==> src/rtl/mwb_pkg.sv <==
package mwb_pkg;
  typedef struct packed {
    logic alloc;   // open a new entry at writeIdx
    logic merge;   // fold the store into entry writeIdx
    logic free;    // release the head entry
  } wbStrobes_t;
endpackage

==> src/rtl/mwb_datapath.sv <==
module mwb_datapath
  import mwb_pkg::*;
#(
  parameter int NUM_ENTRIES     = 4,
  parameter int WORDS_PER_BLOCK = 4,
  parameter int ADDR_W          = 16,
  parameter int DATA_W          = 32,
  localparam int OFF_W = $clog2(WORDS_PER_BLOCK),
  localparam int TAG_W = ADDR_W - OFF_W,
  localparam int IDX_W = $clog2(NUM_ENTRIES)
) (
  input  logic                              clk,
  input  logic                              rstN,
  input  logic [ADDR_W-1:0]                 storeAddr,
  input  logic [DATA_W-1:0]                 storeData,
  input  wbStrobes_t                        strobes,
  input  logic [IDX_W-1:0]                  writeIdx,
  input  logic [IDX_W-1:0]                  headIdx,
  input  logic [ADDR_W-1:0]                 loadAddr,
  output logic [NUM_ENTRIES-1:0]            matchVec,
  output logic [NUM_ENTRIES-1:0]            fullVec,
  output logic [TAG_W-1:0]                  memReqAddr,
  output logic [WORDS_PER_BLOCK-1:0]        memReqMask,
  output logic [WORDS_PER_BLOCK*DATA_W-1:0] memReqData,
  output logic                              loadHit,
  output logic [DATA_W-1:0]                 loadData
);
  logic                       entValid [NUM_ENTRIES];
  logic [WORDS_PER_BLOCK-1:0] wordVal  [NUM_ENTRIES];
  logic [TAG_W-1:0]           tagMem   [NUM_ENTRIES];
  logic [DATA_W-1:0]          dataMem  [NUM_ENTRIES][WORDS_PER_BLOCK];

  logic [TAG_W-1:0]           storeTag, loadTag;
  logic [OFF_W-1:0]           storeOff, loadOff;
  logic [WORDS_PER_BLOCK-1:0] wordSel;

  assign storeTag = storeAddr[ADDR_W-1:OFF_W];
  assign storeOff = storeAddr[OFF_W-1:0];
  assign loadTag  = loadAddr[ADDR_W-1:OFF_W];
  assign loadOff  = loadAddr[OFF_W-1:0];

  always_comb begin
    wordSel = '0;
    wordSel[storeOff] = 1'b1;
  end

  // Valid state: reset, freed at the head, set on allocate or merge.
  always_ff @(posedge clk or negedge rstN) begin
    if (!rstN) begin
      for (int e = 0; e < NUM_ENTRIES; e++) begin
        entValid[e] <= 1'b0;
        wordVal[e]  <= '0;
      end
    end else begin
      for (int e = 0; e < NUM_ENTRIES; e++) begin
        if (strobes.free && headIdx == IDX_W'(e)) begin
          entValid[e] <= 1'b0;
          wordVal[e]  <= '0;
        end
        if (strobes.alloc && writeIdx == IDX_W'(e)) begin
          entValid[e] <= 1'b1;
          wordVal[e]  <= wordSel;
        end else if (strobes.merge && writeIdx == IDX_W'(e)) begin
          wordVal[e]  <= wordVal[e] | wordSel;
        end
      end
    end
  end

  // Payload storage carries no reset; valid bits qualify it.
  always_ff @(posedge clk) begin
    for (int e = 0; e < NUM_ENTRIES; e++) begin
      if ((strobes.alloc || strobes.merge) && writeIdx == IDX_W'(e))
        dataMem[e][storeOff] <= storeData;
      if (strobes.alloc && writeIdx == IDX_W'(e))
        tagMem[e] <= storeTag;
    end
  end

  for (genvar e = 0; e < NUM_ENTRIES; e++) begin : g_cmp
    assign matchVec[e] = entValid[e] && (tagMem[e] == storeTag);
    assign fullVec[e]  = &wordVal[e];
  end

  // Drain view of the head entry.
  assign memReqAddr = tagMem[headIdx];
  assign memReqMask = wordVal[headIdx];
  always_comb begin
    for (int w = 0; w < WORDS_PER_BLOCK; w++)
      memReqData[w*DATA_W +: DATA_W] = dataMem[headIdx][w];
  end

  // Forwarding: walk from oldest to youngest, later hits override.
  always_comb begin
    logic [IDX_W-1:0] idx;
    loadHit  = 1'b0;
    loadData = '0;
    for (int k = 0; k < NUM_ENTRIES; k++) begin
      idx = IDX_W'((int'(headIdx) + k) % NUM_ENTRIES);
      if (entValid[idx] && tagMem[idx] == loadTag && wordVal[idx][loadOff]) begin
        loadHit  = 1'b1;
        loadData = dataMem[idx][loadOff];
      end
    end
  end
endmodule

==> src/rtl/mwb_control.sv <==
module mwb_control
  import mwb_pkg::*;
#(
  parameter int NUM_ENTRIES = 4,
  parameter int IDLE_LIMIT  = 8,
  parameter bit MERGE_EN    = 1'b1,
  localparam int IDX_W  = $clog2(NUM_ENTRIES),
  localparam int CNT_W  = $clog2(NUM_ENTRIES + 1),
  localparam int IDLE_W = $clog2(IDLE_LIMIT + 1)
) (
  input  logic                   clk,
  input  logic                   rstN,
  input  logic                   storeValid,
  output logic                   storeReady,
  input  logic [NUM_ENTRIES-1:0] matchVec,
  input  logic [NUM_ENTRIES-1:0] fullVec,
  output logic                   memReqValid,
  input  logic                   memReqAck,
  output wbStrobes_t             strobes,
  output logic [IDX_W-1:0]       writeIdx,
  output logic [IDX_W-1:0]       headIdx,
  output logic [CNT_W-1:0]       occupancy
);
  logic [IDX_W-1:0]       headQ, tailQ, mergeIdx;
  logic [CNT_W-1:0]       countQ;
  logic [IDLE_W-1:0]      idleQ;
  logic                   lockQ;
  logic                   headValid, startCond, canMerge, storeFire;
  logic [NUM_ENTRIES-1:0] headOneHot, mergeVec;

  function automatic logic [IDX_W-1:0] nextPtr(input logic [IDX_W-1:0] p);
    return (p == IDX_W'(NUM_ENTRIES - 1)) ? '0 : p + 1'b1;
  endfunction

  always_comb begin
    headValid  = (countQ != '0);
    headOneHot = '0;
    headOneHot[headQ] = 1'b1;
    startCond  = headValid && (fullVec[headQ] || countQ > CNT_W'(1) ||
                               idleQ == IDLE_W'(IDLE_LIMIT));
    memReqValid = headValid && (lockQ || startCond);
    if (MERGE_EN)
      mergeVec = matchVec & ~(memReqValid ? headOneHot : '0);
    else
      mergeVec = '0;
    canMerge = |mergeVec;
    mergeIdx = '0;
    for (int i = NUM_ENTRIES - 1; i >= 0; i--)
      if (mergeVec[i]) mergeIdx = IDX_W'(i);
    storeReady = canMerge || (countQ < CNT_W'(NUM_ENTRIES));
    storeFire  = storeValid && storeReady;
    strobes.merge = storeFire && canMerge;
    strobes.alloc = storeFire && !canMerge;
    strobes.free  = memReqValid && memReqAck;
    writeIdx = canMerge ? mergeIdx : tailQ;
  end

  always_ff @(posedge clk or negedge rstN) begin
    if (!rstN) begin
      headQ  <= '0;
      tailQ  <= '0;
      countQ <= '0;
      lockQ  <= 1'b0;
      idleQ  <= '0;
    end else begin
      if (strobes.alloc) tailQ <= nextPtr(tailQ);
      if (strobes.free)  headQ <= nextPtr(headQ);
      countQ <= countQ + CNT_W'(strobes.alloc) - CNT_W'(strobes.free);
      lockQ  <= strobes.free ? 1'b0 : memReqValid;
      if (storeFire || !headValid)
        idleQ <= '0;
      else if (idleQ != IDLE_W'(IDLE_LIMIT))
        idleQ <= idleQ + 1'b1;
    end
  end

  assign headIdx   = headQ;
  assign occupancy = countQ;
endmodule

==> src/rtl/merging_write_buffer.sv <==
module merging_write_buffer
  import mwb_pkg::*;
#(
  parameter int NUM_ENTRIES     = 4,
  parameter int WORDS_PER_BLOCK = 4,
  parameter int ADDR_W          = 16,
  parameter int DATA_W          = 32,
  parameter int IDLE_LIMIT      = 8,
  parameter bit MERGE_EN        = 1'b1,
  localparam int OFF_W = $clog2(WORDS_PER_BLOCK),
  localparam int IDX_W = $clog2(NUM_ENTRIES),
  localparam int CNT_W = $clog2(NUM_ENTRIES + 1)
) (
  input  logic                              clk,
  input  logic                              rstN,
  input  logic                              storeValid,
  output logic                              storeReady,
  input  logic [ADDR_W-1:0]                 storeAddr,
  input  logic [DATA_W-1:0]                 storeData,
  output logic                              memReqValid,
  input  logic                              memReqAck,
  output logic [ADDR_W-OFF_W-1:0]           memReqAddr,
  output logic [WORDS_PER_BLOCK-1:0]        memReqMask,
  output logic [WORDS_PER_BLOCK*DATA_W-1:0] memReqData,
  input  logic [ADDR_W-1:0]                 loadAddr,
  output logic                              loadHit,
  output logic [DATA_W-1:0]                 loadData
);
  wbStrobes_t             strobes;
  logic [IDX_W-1:0]       writeIdx, headIdx;
  logic [NUM_ENTRIES-1:0] matchVec, fullVec;
  logic [CNT_W-1:0]       occupancy;

  mwb_control #(
    .NUM_ENTRIES(NUM_ENTRIES), .IDLE_LIMIT(IDLE_LIMIT), .MERGE_EN(MERGE_EN)
  ) u_ctrl (
    .clk(clk), .rstN(rstN), .storeValid(storeValid), .storeReady(storeReady),
    .matchVec(matchVec), .fullVec(fullVec), .memReqValid(memReqValid),
    .memReqAck(memReqAck), .strobes(strobes), .writeIdx(writeIdx),
    .headIdx(headIdx), .occupancy(occupancy)
  );

  mwb_datapath #(
    .NUM_ENTRIES(NUM_ENTRIES), .WORDS_PER_BLOCK(WORDS_PER_BLOCK),
    .ADDR_W(ADDR_W), .DATA_W(DATA_W)
  ) u_dp (
    .clk(clk), .rstN(rstN), .storeAddr(storeAddr), .storeData(storeData),
    .strobes(strobes), .writeIdx(writeIdx), .headIdx(headIdx),
    .loadAddr(loadAddr), .matchVec(matchVec), .fullVec(fullVec),
    .memReqAddr(memReqAddr), .memReqMask(memReqMask), .memReqData(memReqData),
    .loadHit(loadHit), .loadData(loadData)
  );
endmodule

==> config.mk <==
export PLATFORM = sky130hd
export DESIGN_NAME = merging_write_buffer
export DESIGN_NICKNAME = d
export VERILOG_FILES = /design/src/rtl/mwb_pkg.sv /design/src/rtl/mwb_datapath.sv /design/src/rtl/mwb_control.sv /design/src/rtl/merging_write_buffer.sv
export SDC_FILE = /design/constraint.sdc
export NUM_CORES = 1
export LEC_CHECK = 0
export ABC_AREA = 0
export BUFFER_PORTS_ARGS = -buffer_cell sky130_fd_sc_hd__buf_2
export CAP_MARGIN = 20
export CORE_ASPECT_RATIO = 1.4
export CORE_MARGIN = 1
export CORE_UTILIZATION = 55
export CTS_BUF_LIST = sky130_fd_sc_hd__clkbuf_8
export DETAILED_ROUTE_END_ITERATION = 10
export PLACE_DENSITY_LB_ADDON = 0.12
export SYNTH_ARGS = -nofsm -noshare
export SYNTH_HDL_FRONTEND = slang
export SYNTH_SLANG_ARGS = --single-unit
==> constraint.sdc <==
create_clock -name clk -period 13.11 [get_ports clk]
set_input_delay 2.622 -clock clk [delete_from_list [all_inputs] [get_ports clk]]
set_output_delay 2.622 -clock clk [all_outputs]
set_load 0.02 [all_outputs]
==> results.json <==
{
  "outcome": "finished, final reports clean",
  "crit_fanout": 54,
  "skew_ps": 34.40,
  "crit_arrival_ps": 6970,
  "min_period_ps": 9596,
  "drt_iter0_markers": 3000,
  "ys_ff_latch": 600,
  "slew_violations": 0,
  "vias": 25529,
  "path_class": "reg -> out",
  "fin_area_mm2": 0.04291,
  "drtAntennaViolNets": 0,
  "cts_max_path_buffers": 3,
  "synthTopCellsByArea": "edfxtp_1, mux4_2, xnor2_1",
  "drc": 0,
  "worst_slew_pin_slew_ps": 1176,
  "gr-total-overflow": 0,
  "drive_gt1_share_pct": 47.04,
  "cp_cell_sequence": "inv_1, ha_4, mux4_2, xnor2_1, nand2_1, nor4_4, and3_4, buf_4, mux2i_1, a221o_1, a41oi_1, buf_2",
  "cts_hold_buffers": 0,
  "p_per_area_mw_per_mm2": 218.0,
  "start_kind": "flop",
  "clkSinkCount": 600,
  "ys_seq_area_share_pct": 45.85,
  "p_seq_share_pct": 26.3,
  "hold_class": "reg -> reg",
  "ios": 249,
  "finalCritPeriodShare_pct": 73.20,
  "clk_pin_slew_ps": 60,
  "dieArea_mm2": 0.07190,
  "numCtsBuffers": 94,
  "initial_core_util_pct": 55.47,
  "crit_slowest_cell": "dfrtp_4",
  "critPathMaxStageDelay_ps": 930,
  "netlist.area_leader.share_pct": 43.79,
  "fmax_mhz": 104.2,
  "end_kind": "output port",
  "area_growth_pct": 10.19,
  "yosys_warnings": 0,
  "fin_tns_setup_ps": 0,
  "synth-edff-count": 568,
  "drt_pass1_iterations": 6,
  "synth_cell_type_count": 72,
  "gr-usage-all-layers_pct": 31.97,
  "grt_pass1_vias": 25202,
  "worstSkewPairLatency_ps": 730,
  "rsz0062_at_grt": "false",
  "clockRootBuffer": "clkbuf_8",
  "max_slew_margin_pct": 20.88,
  "grt_max_degree": 134,
  "tritoncts": "yes",
  "cts_resized": 0,
  "required_ps": 10490,
  "coreArea_mm2": 0.07022,
  "wirelength_mm": 113.4,
  "switching_share_pct": 37.87,
  "antenna_found_initial": 8,
  "hpwl_mm": 70.06,
  "leakage_nw": 13.84,
  "htree_levels": 3,
  "io_buffers": 248,
  "synth.largest_area_cell": "edfxtp_1",
  "synth_flop_cell": "edfxtp_1",
  "die_w_um": 226.9,
  "p_comb_share_pct": 56.2,
  "routed_via_density": 7.524,
  "gp_congestion": 0.9308,
  "postCtsSetupBuffers": 0,
  "ir_drop_uv": 171.2,
  "place_area_mm2": 0.04080,
  "grt_pass1_wl_mm": 164.7,
  "drv_cap": 0,
  "final_hold_viol_count": 0,
  "syn_nets": 2279,
  "wl_per_cell_um": 33.43,
  "fin_nets": 2459,
  "finalSetupViolCount": 0,
  "synthCells": 2200,
  "avgSynthCellArea_um2": 17.70,
  "synth_area_mm2": 0.03895,
  "rows": 115,
  "p_clk_share_pct": 17.5,
  "synthArstFlopShare_pct": 5.333,
  "p_int_w": 0.005813,
  "power.switching_w": 0.003543,
  "fp.dieH_um": 316.9
}
[through the flow]
| stage | power (W) | instances | utilization (%) | worst slack (ps) | hold slack, ps |
|---|---|---|---|---|---|
| global placement | 0.007639 | 3212 | 58.11 | 3999 | 523.5 |
| detailed placement | 0.007700 | 3212 | 58.11 | 3936 | 547.3 |
| finish | 0.009355 | 3393 | 61.12 | 3514 | 569.6 |
| CTS | 0.009341 | 3381 | 60.81 | 3429 | 564.8 |
| global route | 0.009789 | 3392 | 61.11 | 3178 | 593.4 |
| floorplan | 0.006617 | 2200 | - | 5222 | 504.4 |
[layout by cell type (no fill, tap or decap), types with 5 or more instances in the layout]
master / instances
a211o_1: 11
a21boi_0: 18
a21o_1: 9
a21oi_1: 26
a221o_1: 20
a221oi_1: 16
a31oi_1: 52
a41oi_1: 5
and3_1: 8
buf_16: 7
buf_2: 247
buf_4: 52
bufinv_16: 9
clkbuf_8: 98
clkinv_1: 16
clkinv_2: 17
clkinvlp_4: 5
dfrtp_1: 30
edfxtp_1: 568
ha_1: 9
inv_1: 65
mux2_1: 6
mux2_2: 9
mux2i_1: 53
mux4_2: 660
nand2_1: 70
nand3_1: 17
nand4_1: 41
nor2_1: 31
nor2_4: 6
nor3_2: 6
nor4_1: 7
o211ai_1: 11
o21ai_0: 26
o21ai_1: 5
o21bai_1: 5
o32a_1: 11
xnor2_1: 97
xor2_1: 17
[routing by layer]
layer,up-vias,track usage (%),part of all wire [%]
li1,10059,-,-
met1,13511,40.80,35
met2,1648,52.96,51
met3,303,6.357,10
met4,8,15.08,4.5
met5,-,0,0.041
[registers in the layout (all words and copies together) (netlist names)]
signal            count
u_ctrl.tailQ          2
u_ctrl.headIdx        2
u_dp.wordVal         16
u_ctrl.occupancy      3
u_dp.tagMem          56
u_ctrl.lockQ          1
u_dp.entValid         4
u_ctrl.idleQ          4
u_dp.dataMem        512
[worst max-delay path, delay by kind of cell (launching register included)]
kind / cells / cell delay [ps]
AND/OR/NAND/NOR: 3 / 1350
buffers and inverters: 3 / 1140
multiplexers: 2 / 770
flip-flops: 1 / 930
XOR/XNOR: 1 / 420
adder cells (fa/ha/maj): 1 / 910
AO/OA/AOI/OAI: 2 / 660
[worst paths after layout]
check / cells past startpoint / slack, ps / start / to
max: 12 / 3510 / u_ctrl.headIdx[1] / loadData[13]
min: 2 / 570 / u_ctrl.idleQ[3] / u_ctrl.idleQ[3]
max reg2reg: 9 / 6540 / u_ctrl.headIdx[1] / u_dp.dataMem[0][7]
min reg2reg: 2 / 570 / u_ctrl.idleQ[3] / u_ctrl.idleQ[3]
max in group asynchronous: 1 / 10510 / rstN / u_ctrl.headIdx[1]
min in group asynchronous: 1 / 1990 / rstN / u_dp.wordVal[12]
[cell families after synthesis]
kind of cell	synth area share [%]
buffers and inverters	3.396
AO/OA/AOI/OAI	4.726
multiplexers	39.96
adder cells (fa/ha/maj)	0.3727
XOR/XNOR	2.647
flip-flops	45.85
AND/OR/NAND/NOR	3.049
[synth_stat cells (6+ instances only)]
library cell	count
mux4_2	660
o211ai_1	11
nand3_1	17
o32a_1	11
o21ai_0	26
mux2_1	6
a21oi_1	26
mux2i_1	53
xnor2_1	97
buf_1	18
clkbuf_1	98
mux2_2	9
nand2_1	71
buf_4	28
a211o_1	11
a221o_1	20
a21o_1	9
buf_6	14
ha_1	10
and3_1	9
nor2_1	38
inv_1	42
nor3_1	11
buf_2	66
a21boi_0	18
nor4_1	8
a221oi_1	16
a31oi_1	52
xor2_1	17
edfxtp_1	568
nand4_1	41
dfrtp_1	32
[power groups by stage]
stage                     Sequential (W)  Clock [W]  Combinational, W
after floorplan                  0.00238          0           0.00424
after global placement           0.00248          0           0.00516
after detailed placement         0.00250          0           0.00520
after CTS                        0.00246    0.00166           0.00523
after global routing             0.00248    0.00173           0.00557
final                            0.00247    0.00163           0.00526
[layout make-up]
type / count / area, um^2
diodes: 4 / 10.01
clock inverters: 71 / 546.8
multi-input cells: 1330 / 19940
clock buffers: 98 / 1349
fillers: 5238 / 27300
repair buffers: 309 / 1866
inverters: 45 / 172.7
well taps: 936 / 1171
flip-flops and latches: 600 / 17860
No activity file was read; power rests on OpenSTA's default activity.
